--- src/rtl/irq_arb_pkg.sv ---
// Shared types for the interrupt arbiter.
// Assumes: class encoding is visible at the top-level ports and fixed.
package irq_arb_pkg;

    typedef enum logic [1:0] {
        CLS_NONE = 2'd0,
        CLS_SMI  = 2'd1,
        CLS_NMI  = 2'd2,
        CLS_INTR = 2'd3
    } irq_class_e;

    typedef enum logic [1:0] {
        ACK_IDLE = 2'd0,
        ACK_WAIT = 2'd1,
        ACK_HELD = 2'd2
    } ack_state_e;

endpackage

--- src/rtl/irq_edge_latch.sv ---
// Rising-edge detector with a one-deep pending bit.
// Assumes: req_in is synchronous to clk. A new edge wins over consume in
// the same cycle, so an edge arriving at the moment of a take is kept.
module irq_edge_latch (
    input  logic clk,
    input  logic rst_n,
    input  logic req_in,
    input  logic consume,
    output logic pend
);

    logic prev_q;

    // Track the previous level and hold one pending edge.
    always_ff @(posedge clk) begin
        if (!rst_n) begin
            prev_q <= 1'b0;
            pend   <= 1'b0;
        end else begin
            prev_q <= req_in;
            if (req_in && !prev_q) begin
                pend <= 1'b1;
            end else if (consume) begin
                pend <= 1'b0;
            end
        end
    end

endmodule

--- src/rtl/irq_ack_fsm.sv ---
// Request/acknowledge handshake with the external interrupt controller.
// Assumes: the controller presents its vector in the same cycle as ack.
// The captured vector is held until the core consumes it at a boundary.
module irq_ack_fsm #(
    parameter int VEC_W = 8
) (
    input  logic             clk,
    input  logic             rst_n,
    input  logic             start,
    input  logic             consume,
    input  logic             iack_ack,
    input  logic [VEC_W-1:0] iack_vec,
    output logic             iack_req,
    output logic             idle,
    output logic             ready,
    output logic [VEC_W-1:0] vec
);

    import irq_arb_pkg::*;

    ack_state_e state_q;

    // Advance the handshake and capture the returned vector.
    always_ff @(posedge clk) begin
        if (!rst_n) begin
            state_q <= ACK_IDLE;
            vec     <= '0;
        end else begin
            unique case (state_q)
                ACK_IDLE: if (start) state_q <= ACK_WAIT;
                ACK_WAIT: if (iack_ack) begin
                    state_q <= ACK_HELD;
                    vec     <= iack_vec;
                end
                ACK_HELD: if (consume) state_q <= ACK_IDLE;
                default:  state_q <= ACK_IDLE;
            endcase
        end
    end

    // Decode status outputs from the state.
    always_comb begin
        iack_req = (state_q == ACK_WAIT);
        idle     = (state_q == ACK_IDLE);
        ready    = (state_q == ACK_HELD);
    end

endmodule

--- src/rtl/irq_prio_sel.sv ---
// Fixed-priority grant at an instruction boundary. System-management ranks
// first, then non-maskable (unless a handler is in service), then a
// maskable interrupt whose vector is ready.
// Assumes: all inputs are registered state or core strobes; purely combinational.
module irq_prio_sel (
    input  logic bnd,
    input  logic smi_pend,
    input  logic nmi_pend,
    input  logic nmi_busy,
    input  logic intr_ready,
    input  logic intr_raise,
    input  logic ack_idle,
    output logic g_smi,
    output logic g_nmi,
    output logic g_intr,
    output logic start_ack
);

    logic nmi_ok;
    logic no_high;

    // Resolve one winner per boundary and gate the start of a new handshake.
    always_comb begin
        nmi_ok    = nmi_pend && !nmi_busy;
        no_high   = !smi_pend && !nmi_ok;
        g_smi     = bnd && smi_pend;
        g_nmi     = bnd && !smi_pend && nmi_ok;
        g_intr    = bnd && no_high && intr_ready;
        start_ack = bnd && no_high && ack_idle && intr_raise;
    end

endmodule

--- src/rtl/cpu_irq_arbiter.sv ---
// Interrupt arbiter top. It stores edges of the system-management and
// software non-maskable requests, runs the maskable acknowledge handshake,
// picks one source per boundary, tracks non-maskable in-service state and
// raises wake for a halted core.
// Assumes: all inputs are synchronous to clk. Any IRET retiring ends the
// non-maskable blocking window.
module cpu_irq_arbiter #(
    parameter int VEC_W   = 8,
    parameter int NMI_VEC = 2,
    parameter int SMI_VEC = 0
) (
    input  logic             clk,
    input  logic             rst_n,
    input  logic             smi_req,
    input  logic             intr_lvl,
    input  logic             nmi_sw,
    input  logic             if_flag,
    input  logic             insn_bnd,
    input  logic             iret_done,
    input  logic             halted,
    input  logic             iack_ack,
    input  logic [VEC_W-1:0] iack_vec,
    output logic             iack_req,
    output logic             take,
    output logic [1:0]       take_class,
    output logic [VEC_W-1:0] take_vec,
    output logic             wake
);

    import irq_arb_pkg::*;

    localparam int NSRC = 2;
    localparam int SRC_SMI = 0;
    localparam int SRC_NMI = 1;
    localparam logic [VEC_W-1:0] NMI_V = VEC_W'(NMI_VEC);
    localparam logic [VEC_W-1:0] SMI_V = VEC_W'(SMI_VEC);

    logic [NSRC-1:0] src_lvl;
    logic [NSRC-1:0] src_take;
    logic [NSRC-1:0] src_pend;
    logic            nmi_busy;
    logic            g_smi, g_nmi, g_intr, start_ack;
    logic            ack_idle, intr_ready;
    logic [VEC_W-1:0] intr_vec;

    // Map the edge-triggered sources onto the latch array.
    always_comb begin
        src_lvl[SRC_SMI]  = smi_req;
        src_lvl[SRC_NMI]  = nmi_sw;
        src_take[SRC_SMI] = g_smi;
        src_take[SRC_NMI] = g_nmi;
    end

    for (genvar gi = 0; gi < NSRC; gi++) begin : g_edge
        irq_edge_latch u_latch (
            .clk     (clk),
            .rst_n   (rst_n),
            .req_in  (src_lvl[gi]),
            .consume (src_take[gi]),
            .pend    (src_pend[gi])
        );
    end

    irq_ack_fsm #(.VEC_W(VEC_W)) u_ack (
        .clk      (clk),
        .rst_n    (rst_n),
        .start    (start_ack),
        .consume  (g_intr),
        .iack_ack (iack_ack),
        .iack_vec (iack_vec),
        .iack_req (iack_req),
        .idle     (ack_idle),
        .ready    (intr_ready),
        .vec      (intr_vec)
    );

    irq_prio_sel u_sel (
        .bnd        (insn_bnd),
        .smi_pend   (src_pend[SRC_SMI]),
        .nmi_pend   (src_pend[SRC_NMI]),
        .nmi_busy   (nmi_busy),
        .intr_ready (intr_ready),
        .intr_raise (intr_lvl && if_flag),
        .ack_idle   (ack_idle),
        .g_smi      (g_smi),
        .g_nmi      (g_nmi),
        .g_intr     (g_intr),
        .start_ack  (start_ack)
    );

    // Non-maskable in-service flag: set on take, cleared by a retiring IRET.
    always_ff @(posedge clk) begin
        if (!rst_n) begin
            nmi_busy <= 1'b0;
        end else if (g_nmi) begin
            nmi_busy <= 1'b1;
        end else if (iret_done) begin
            nmi_busy <= 1'b0;
        end
    end

    // Register the take pulse, its class and vector, and the wake request.
    always_ff @(posedge clk) begin
        if (!rst_n) begin
            take       <= 1'b0;
            take_class <= CLS_NONE;
            take_vec   <= '0;
            wake       <= 1'b0;
        end else begin
            take <= g_smi || g_nmi || g_intr;
            if (g_smi) begin
                take_class <= CLS_SMI;
                take_vec   <= SMI_V;
            end else if (g_nmi) begin
                take_class <= CLS_NMI;
                take_vec   <= NMI_V;
            end else if (g_intr) begin
                take_class <= CLS_INTR;
                take_vec   <= intr_vec;
            end else begin
                take_class <= CLS_NONE;
                take_vec   <= '0;
            end
            wake <= halted && (src_pend[SRC_SMI] || (intr_lvl && if_flag) ||
                               (src_pend[SRC_NMI] && !nmi_busy));
        end
    end

endmodule

--- config.mk ---
export PLATFORM = sky130hd
export DESIGN_NAME = cpu_irq_arbiter
export DESIGN_NICKNAME = d
export VERILOG_FILES = /design/src/rtl/irq_arb_pkg.sv /design/src/rtl/irq_edge_latch.sv /design/src/rtl/irq_ack_fsm.sv /design/src/rtl/irq_prio_sel.sv /design/src/rtl/cpu_irq_arbiter.sv
export SDC_FILE = /design/constraint.sdc
export NUM_CORES = 1
export LEC_CHECK = 0
export CAP_MARGIN = 20
export CELL_PAD_IN_SITES_DETAIL_PLACEMENT = 0
export CELL_PAD_IN_SITES_GLOBAL_PLACEMENT = 2
export CORE_MARGIN = 2
export CORE_UTILIZATION = 27
export CTS_CLUSTER_DIAMETER = 80
export CTS_CLUSTER_SIZE = 30
export DETAILED_ROUTE_END_ITERATION = 16
export GPL_ROUTABILITY_DRIVEN = 0
export HOLD_SLACK_MARGIN = 0.08
export PLACE_DENSITY_LB_ADDON = 0.1
export SYNTH_ARGS = -nofsm -noshare
export SYNTH_HDL_FRONTEND = slang
export SYNTH_SLANG_ARGS = --single-unit
--- constraint.sdc ---
create_clock -name clk -period 1.5 [get_ports clk]
set_input_delay 0.3 -clock clk [delete_from_list [all_inputs] [get_ports clk]]
set_output_delay 0.3 -clock clk [all_outputs]
set_load 0.1 [all_outputs]
==> metrics.txt <==
Syn Nets=~110; CP endpoint kind=output pin; synthesized instance count=89; DRC=0; most common cell in the netlist=dfxtp_1; clock share of power=24.6%; endpoints failing setup=0; internal power=between 900 and 1000 uW; syn avg cell area=11.0 sq um; RSZ-0062 raised after global routing=no; R2R Path End=take_class[0]; post-layout util=between 40% and 50%; FF-to-FF path depth=4; ys async rst share=0%; Worst Hold Path EP=take_vec[5]; largest net degree at the start of global routing=17; Clk pin slew, worst setup/hold paths=0.14 ns; share of power burned in registers=60.2%; mapped cell area=approximately 980 sq um; Yosys top cell by area=dfxtp_1; Final Power=around 1200 uW; Inst Count DP=169; layout cells sized above 1=~22%; CTS Sinks=27; DR WL/cell=around 11 um; total die area=about 4000 sq um; worst min-delay path class=reg2reg; CP Class=reg2out; initial antenna violation count=0; routed wire length=between 1.5 and 2 mm; Power Density=about 810 nW/um^2; Synth area leaders=dfxtp_1 55%, mux2i_1 8.2%, nor2b_1 7.7%; Nets=146; Diodes inserted=0; crit path max fanout=6; width of the die=between 60 and 70 um; Post-Layout Cell Count=about 170; Global Route Usage Sum=9.89%; length of the first detailed-routing pass in iterations=2; Max Cap Viol=0; Max Transition Viols Final=0; total CTS buffers=3; vias per cell=between 4 and 5; yosys warns=0; grt ovf=0; Initial Util=around 29%; slew at the pin closest to its max-slew limit=around 0.5 ns; Net Sw Power=approximately 300 uW; fmax=735 MHz; via count=slightly above 700; CORE AREA=3420 sq um; Worst-Skew Late Latency=0.32 ns; Final Hold Fails=0; register area share after synthesis=between 50% and 60%; post-DP HPWL=between 1 and 1.5 mm; ys flop type=dfxtp_1; largest family of logic cells by synthesized area=simple AND/OR/NAND/NOR gates; Final period util=roughly nine tenths; crit path time final=1.36 ns; DRT iter0 DRCs=17; multiplexer share of the synthesized area=under 10%; flop-to-flop setup slack=roughly 0.19 ns; crit path DAT=around 1.1 ns; Comb power frac=~15%; post-route clock skew=0.00912 ns; Startpoint Class=flip-flop; synthesis-stage register bit count=27; Synth Area in Compound Gates=under 10%; CTS tree=done; number of global-route vias before repair=around 670; switching fraction of total power=between 20% and 30%; hold path depth=1; Hold Startpoint=u_ack.vec[5]; Peak VDD IR=380 uV; Crit Reg-Reg Startpoint=g_edge[1].u_latch.pend; Post-Synth Simple-Gate Area=approximately a quarter; most instantiated cells after synthesis=27 x dfxtp_1, 12 x nor2b_1, 11 x and2_1; status=completed; Post-synth EDFFs=0; Post-Synth XOR/XNOR Area=0%; Slew HR=~67%; leak pwr=0.000653 uW; post-route ant nets=0; area delta synth->final=57.6%; fillers=approximately 350; Die H=64.1 um; H-tree levels=1; Synth top area share=approximately 55%; CTS root buf=clkbuf_4; WP data required=roughly 1.2 ns; I/O pin count=31; # rows=21; CTS max path bufs=2; first-pass GRT wire length=3.09 mm; count of cell types in the netlist=24; Post-Synth Adder-Cell Area=0%; Port-buffer cells=30
flip-flops by register name, summed over array words and instances, names as in the netlist:
signal,cells
g_edge.u_latch.pend,2
g_edge.u_latch.prev_q,2
nmi_busy,1
take,1
take_class,2
take_vec,8
u_ack.state_q,2
u_ack.vec,8
wake,1
how the worst max path moves through the flow:
stage / from / to / slack [ns] / cells after the start
global route: u_ack.state_q[0] / iack_req / 0.07 / 2
CTS: u_ack.state_q[0] / iack_req / 0.06 / 2
detailed placement: insn_bnd / take_vec[3] / -0.05 / 5
finish: u_ack.state_q[0] / iack_req / 0.14 / 2
floorplan: u_ack.state_q[0] / iack_req / 0.29 / 1
global placement: insn_bnd / take_vec[2] / -0.03 / 5
cells in the final DEF, fill, tap and decap left out, drive strengths merged:
cell type and count:
a21boi 2, and3b 1, o311a 1, nand2b 3, o2111a 1, o41ai 1
o21ai 2, nand3b 2, mux2i 8, and3 1, nand2 3, nor2b 12
nor3b 1, nor4b 1, clkbuf 3, inv 2, a21oi 2, o22ai 1
clkinv 1, o21a 1, nor2 1, buf 21, and2 11, clkdlybuf4s50 17
dfxtp 27, o31ai 1
cells by family after synthesis:
group	count (synthesis)
AND/OR/NAND/NOR	36
buffers and inverters	6
AO/OA/AOI/OAI	12
flip-flops	27
multiplexers	8
cell type report:
cell class	instances	area, sq um	area share [%]
well taps	46	57.6	3.74
clock buffers	3	22.5	1.46
clock inverters	1	5.00	0.325
repair buffers	38	490	31.9
flip-flops and latches	27	542	35.2
multi-input cells	56	413	26.9
inverters	2	7.51	0.488
power by group through the flow:
stage	Clock [uW]	Combinational, uW	Sequential [uW]
floorplan	0	58.1	798
CTS	326	190	747
global route	362	201	750
detailed placement	0	190	763
finish	306	188	747
global placement	0	189	763
worst max-delay path, stage by stage (launching register included):
cell,delay [ns]
dfxtp_2,0.40
nor2b_4,0.17
buf_12,0.18
metrics by stage:
stage          TNS, ns  instance area (sq um)  setup WS (ns)  hold slack [ns]
3_5_place_dp    -0.396                   1510        -0.0534            0.442
4_1_cts              0                   1540         0.0583            0.476
6_report             0                   1540          0.139            0.469
2_1_floorplan        0                    983          0.285            0.422
5_1_grt              0                   1540         0.0681            0.495
3_3_place_gp    -0.251                   1510        -0.0343            0.438
metal layers:
metal / vias to the layer above / share of wire, % / track usage, % / routed length (um)
li1: 375 / - / - / -
met1: 311 / 50 / 13.8 / 917
met2: 17 / 43 / 13.7 / 778
met3: 2 / 6.4 / 2.64 / 118
met4: 0 / 0.82 / 5.59 / 15
met5: - / 0 / 0 / 0
what timing repair did:
action / CTS / global route
endpoints found under the setup margin: 0 / 1
gates resized for setup: 0 / 1
hold buffers: 0 / 0
setup buffers: 0 / 0
Power figures use the tool's default switching activity.
